File: src/rtl/mac_pkg.sv
`timescale 1ns/1ps
package mac_pkg;
  typedef enum logic {
    MODE_LONG = 1'b0,
    MODE_DUAL = 1'b1
  } mac_mode_e;
endpackage

File: src/rtl/mac_operand_route.sv
`timescale 1ns/1ps
module mac_operand_route #(
  parameter int OP_W = 32
) (
  input  logic [OP_W-1:0] b_i,
  input  logic            exch_i,
  output logic [OP_W-1:0] b_o
);
  localparam int HALF_W = OP_W / 2;

  always_comb begin
    if (exch_i) b_o = {b_i[HALF_W-1:0], b_i[OP_W-1:HALF_W]};
    else        b_o = b_i;
  end
endmodule

File: src/rtl/mac_lane_mul.sv
`timescale 1ns/1ps
module mac_lane_mul #(
  parameter int HALF_W = 16
) (
  input  logic [HALF_W-1:0]   x_i,
  input  logic [HALF_W-1:0]   y_i,
  output logic [2*HALF_W-1:0] p_o
);
  localparam int PROD_W = 2 * HALF_W;

  logic [PROD_W-1:0] xs, ys;

  // sign-extend to product width; low PROD_W bits of the product are exact
  assign xs  = {{HALF_W{x_i[HALF_W-1]}}, x_i};
  assign ys  = {{HALF_W{y_i[HALF_W-1]}}, y_i};
  assign p_o = xs * ys;
endmodule

File: src/rtl/mac_wide_mul.sv
`timescale 1ns/1ps
module mac_wide_mul #(
  parameter int OP_W = 32
) (
  input  logic [OP_W-1:0]   a_i,
  input  logic [OP_W-1:0]   b_i,
  input  logic              signed_i,
  input  logic [2*OP_W-1:0] acc_i,
  output logic [2*OP_W-1:0] sum_o
);
  localparam int ACC_W = 2 * OP_W;

  logic [ACC_W-1:0] ax, bx, prod;

  assign ax    = {{OP_W{signed_i & a_i[OP_W-1]}}, a_i};
  assign bx    = {{OP_W{signed_i & b_i[OP_W-1]}}, b_i};
  assign prod  = ax * bx;
  assign sum_o = prod + acc_i;
endmodule

File: src/rtl/mac_dual_sum.sv
`timescale 1ns/1ps
module mac_dual_sum #(
  parameter int W = 32
) (
  input  logic [W-1:0] p0_i,
  input  logic [W-1:0] p1_i,
  input  logic [W-1:0] acc_i,
  output logic [W-1:0] sum_o,
  output logic         ovf_o
);
  localparam int GUARD = 2;
  localparam int SUM_W = W + GUARD;

  logic [SUM_W-1:0] e0, e1, ea, full;
  logic [GUARD:0]   top;

  assign e0    = {{GUARD{p0_i[W-1]}}, p0_i};
  assign e1    = {{GUARD{p1_i[W-1]}}, p1_i};
  assign ea    = {{GUARD{acc_i[W-1]}}, acc_i};
  assign full  = e0 + e1 + ea;
  assign sum_o = full[W-1:0];
  assign top   = full[SUM_W-1:W-1];
  // representable only when guard bits all match the sign bit
  assign ovf_o = ~((&top) | ~(|top));
endmodule

File: src/rtl/dual_mac_unit.sv
`timescale 1ns/1ps
module dual_mac_unit
  import mac_pkg::*;
#(
  parameter int OP_W = 32
) (
  input  logic                clk_i,
  input  logic                rst_ni,
  input  logic                valid_i,
  input  logic                mode_i,
  input  logic                signed_i,
  input  logic                exch_i,
  input  logic [OP_W-1:0]     op_a_i,
  input  logic [OP_W-1:0]     op_b_i,
  input  logic [2*OP_W-1:0]   acc_i,
  output logic                valid_o,
  output logic [2*OP_W-1:0]   result_o,
  output logic                ovf_o
);
  localparam int HALF_W = OP_W / 2;
  localparam int ACC_W  = 2 * OP_W;
  localparam int PROD_W = 2 * HALF_W;
  localparam int LANES  = 2;

  mac_mode_e         mode;
  logic [OP_W-1:0]   b_rt;
  logic [PROD_W-1:0] lane_p [LANES];
  logic [OP_W-1:0]   dual_sum;
  logic              dual_ovf;
  logic [ACC_W-1:0]  long_sum;
  logic [ACC_W-1:0]  res_d;
  logic              valid_q;
  logic [ACC_W-1:0]  res_q;
  logic              ovf_q;

  assign mode = mac_mode_e'(mode_i);

  mac_operand_route #(.OP_W(OP_W)) u_route (
    .b_i    (op_b_i),
    .exch_i (exch_i),
    .b_o    (b_rt)
  );

  for (genvar g = 0; g < LANES; g++) begin : g_lane
    mac_lane_mul #(.HALF_W(HALF_W)) u_mul (
      .x_i (op_a_i[g*HALF_W +: HALF_W]),
      .y_i (b_rt[g*HALF_W +: HALF_W]),
      .p_o (lane_p[g])
    );
  end

  mac_dual_sum #(.W(OP_W)) u_dsum (
    .p0_i  (lane_p[0]),
    .p1_i  (lane_p[1]),
    .acc_i (acc_i[OP_W-1:0]),
    .sum_o (dual_sum),
    .ovf_o (dual_ovf)
  );

  mac_wide_mul #(.OP_W(OP_W)) u_wide (
    .a_i      (op_a_i),
    .b_i      (op_b_i),
    .signed_i (signed_i),
    .acc_i    (acc_i),
    .sum_o    (long_sum)
  );

  always_comb begin
    if (mode == MODE_DUAL) res_d = {{OP_W{dual_sum[OP_W-1]}}, dual_sum};
    else                   res_d = long_sum;
  end

  always_ff @(posedge clk_i or negedge rst_ni) begin
    if (!rst_ni) begin
      valid_q <= 1'b0;
      res_q   <= '0;
      ovf_q   <= 1'b0;
    end else begin
      valid_q <= valid_i;
      if (valid_i) res_q <= res_d;
      if (valid_i && mode == MODE_DUAL && dual_ovf) ovf_q <= 1'b1;
    end
  end

  assign valid_o  = valid_q;
  assign result_o = res_q;
  assign ovf_o    = ovf_q;

  AST_VALID_ISSUE: assert property (@(posedge clk_i) disable iff (!rst_ni)
    valid_i |=> valid_o);
  AST_VALID_IDLE: assert property (@(posedge clk_i) disable iff (!rst_ni)
    !valid_i |=> !valid_o);
  AST_HOLD_IDLE: assert property (@(posedge clk_i) disable iff (!rst_ni)
    !valid_i |=> $stable(result_o));
  AST_DUAL_SEXT: assert property (@(posedge clk_i) disable iff (!rst_ni)
    (valid_i && mode_i) |=> (result_o[ACC_W-1:OP_W] == {OP_W{result_o[OP_W-1]}}));
  AST_OVF_STICKY: assert property (@(posedge clk_i) disable iff (!rst_ni)
    ovf_o |=> ovf_o);
  AST_LONG_NO_OVF: assert property (@(posedge clk_i) disable iff (!rst_ni)
    (valid_i && !mode_i && !ovf_o) |=> !ovf_o);
endmodule

File: config.mk
export PLATFORM = sky130hd
export DESIGN_NAME = dual_mac_unit
export DESIGN_NICKNAME = d
export VERILOG_FILES = /design/src/rtl/mac_pkg.sv /design/src/rtl/mac_operand_route.sv /design/src/rtl/mac_lane_mul.sv /design/src/rtl/mac_wide_mul.sv /design/src/rtl/mac_dual_sum.sv /design/src/rtl/dual_mac_unit.sv
export SDC_FILE = /design/constraint.sdc
export NUM_CORES = 2
export LEC_CHECK = 0
export CAP_MARGIN = 30
export CORE_ASPECT_RATIO = 1.25
export CORE_MARGIN = 1.5
export CORE_UTILIZATION = 30
export CTS_CLUSTER_SIZE = 16
export DETAILED_ROUTE_END_ITERATION = 6
export PLACE_DENSITY = 0.52
export SYNTH_ARGS = -nofsm -noshare
export SYNTH_HDL_FRONTEND = slang
export SYNTH_SLANG_ARGS = --single-unit
File: constraint.sdc
create_clock -name clk_i -period 1.8 [get_ports clk_i]
set_input_delay 0.18 -clock clk_i [delete_from_list [all_inputs] [get_ports clk_i]]
set_output_delay 0.18 -clock clk_i [all_outputs]
set_load 0.03 [all_outputs]
==> out/metrics.yaml <==
hold_path_class: "input pin to register"
synth.largest_area_cell: "fa_1"
async_flop_share: 1.000
fmax_ghz: 0.1103
die_x_um: 420.7
final_hold_viol_count: 0
htree_num_levels: 3
ioPinCount: 200
cts_tree: "done"
grt_pass1_wl_mm: 326.1
grt_pass1_vias: 55713
initial_core_util: 0.3019
first_pass_iters: 5
drtIter0Drc: 2222
rsz0062_at_grt: "true"
synth_top_area_share: 0.5531
fin_skew_ns: 0
clkLatencyLatePin_ns: 0.35
hpwl_mm: 181.0
port_buffers: 199
antenna_found_initial: 27
syn_inst: 7161
area_growth_syn_to_layout_pct: 22.54
ant_nets: 0
avgSynthCellArea_um2: 9.138
cts_num_sinks: 66
synthTopCellsByCount: "inv_1, fa_1, nand2_1"
grt-ovfl-total: 0
max_stage_delay_ns: 0.63
vias: 50003
ff2ff_path_depth: 1
holdWs_ns: 0.3778
post-route-min-period_ns: 9.067
ys_warn_count: 0
cp_max_fo: 6
synth-edff-count: 0
status: "finished with violations"
cts_buffers: 9
grt_max_degree: 67
cpMostUsedCell: "fa_1"
avgRoutedWirePerCell_um: 19.11
worstSetupPathType: "input pin to register"
ys_types: 81
drv_slew: 0
critPathSlowestCell: "fa_2"
drc_errors: 0
netlist_area_um2: 65440
cp-end-kind: "register"
maxCapViolations: 0
gp_congestion: 0.9003
cts-root-buf: "clkbuf_16"
synth-seq-area-share: 0.02524
core-area_um2: 216800
finalCritPeriodShare: 5.037
routed_wirelength_mm: 207.8
rows: 191
clkSlewWorstSetupHoldPaths_ns: 0.06
ys_ff_latch: 66
synth_top_flop_cell: "dfrtp_1"
setup_violations: 64
crit_required_ns: 2.06
min_path_cells: 4
worstSetupStartpointType: "input pin"
worst_pin_slew_ns: 0.8919
die_area_um2: 221000
die_h_um: 525.2
synth_most_common_cell: "inv_1"
synth_fp_nets: 9513
violations: "setup timing"
arrival_ns: 9.33
grt_usage: 0.1923
relSlewSlack: 0.4054
final_net_count: 10319
vias_per_cell: 4.598
yosys-top-cells-area: "fa_1, inv_1, ha_1"
setup_slack_ns: -7.267
clockBufferDepth: 2
layout-drive-gt1-share: 0.1811
==> cell usage in the layout (no fill, tap or decap), types with 11 or more instances in the layout <==
cell             instances
inv_1                 1830
fa_1                  1775
nand2_1               1100
buf_4                  856
and2_1                 397
ha_1                   349
nor2_1                 135
clkdlybuf4s50_1        135
a21oi_1                105
nor2b_1                 92
xnor2_1                 80
dfrtp_1                 66
buf_6                   63
a21o_1                  59
ha_4                    56
o21ai_0                 55
xor2_1                  50
or2_2                   41
buf_12                  41
buf_2                   39
inv_2                   37
a21oi_2                 36
fa_2                    33
nand3_1                 32
and3_1                  27
nand4_1                 21
a31oi_1                 21
o21a_1                  19
mux2_4                  18
nor3_1                  18
dlygate4sd2_1           18
and2_4                  17
nand2b_1                16
o31ai_1                 12
o21bai_1                12
o21ai_1                 12
a31oi_4                 11
o21ai_2                 11
==> worst max-delay path: cells and delay by family <==
family          cells  cell delay, ns
simple gates        4            0.60
compound gates     10            2.14
buf+inv            11            1.15
fa+ha+maj          10            4.60
xor+xnor            2            0.27
mux                 1            0.34
==> worst paths after layout <==
check	slack, ns	to	from
worst max-delay path	-7.27	result_o[51]	exch_i
worst min-delay path	0.38	result_o[25]	valid_i
worst min register to register	0.48	ovf_o	ovf_o
worst max register to register	0.96	result_o[21]	result_o[21]
min in group asynchronous	0.51	result_o[33]	rst_ni
max in group asynchronous	0.72	result_o[7]	rst_ni
==> final cells by class <==
cell class | instances | area [µm²]
Inverter | 1869 | 7019
Fill cell | 22057 | 136600
Multi-Input combinational cell | 4856 | 57710
Sequential cell | 66 | 1652
Tap cell | 2895 | 3622
Antenna cell | 7 | 17.52
Timing Repair Buffer | 1165 | 9833
Clock buffer | 10 | 239.0
Clock inverter | 6 | 88.84
==> sequential cells by signal, summed over array words and instances, names as in the netlist <==
signal,cells
result_o,64
ovf_o,1
valid_o,1
==> through the flow <==
| step | setup slack [ns] | cells | utilization | TNS (ns) | instance area [µm²] |
|---|---|---|---|---|---|
| floorplan | -6.900 | 7161 | - | -386.91 | 66110 |
| global placement | -8.036 | 10781 | 0.3557 | -463.70 | 77090 |
| detailed placement | -8.072 | 10781 | 0.3557 | -465.15 | 77090 |
| CTS | -7.235 | 10851 | 0.3647 | -414.06 | 79060 |
| global route | -7.516 | 10868 | 0.3699 | -429.70 | 80170 |
| finish | -7.267 | 10874 | 0.3699 | -414.65 | 80190 |
==> cell families after synthesis <==
logic type	after synthesis	share of synthesized area
compound gates	465	0.04643
simple gates	1971	0.1398
xor+xnor	157	0.02151
buf+inv	2246	0.1292
mux	38	0.006272
fa+ha+maj	2218	0.6315
flops	66	0.02524
==> routing by layer <==
metal,up-vias,global-route usage,wire length (µm)
met5,-,0,12
met4,2,0.07687,10550
met3,305,0.01435,7112
met2,1014,0.3505,110000
met1,26478,0.2322,80040
li1,22204,-,-
==> repair_timing <==
item	CTS	global route
setup buffers	49	21
resized for setup	245	220
cloned	7	2
hold buffers	1	0
hold endpoints to repair	43	0
setup endpoints to repair	65	65
pin swaps	121	123
Power is left out: the tool's default activity adds up to more than one toggle a clock period on the data nets, which glitch-free logic cannot reach.
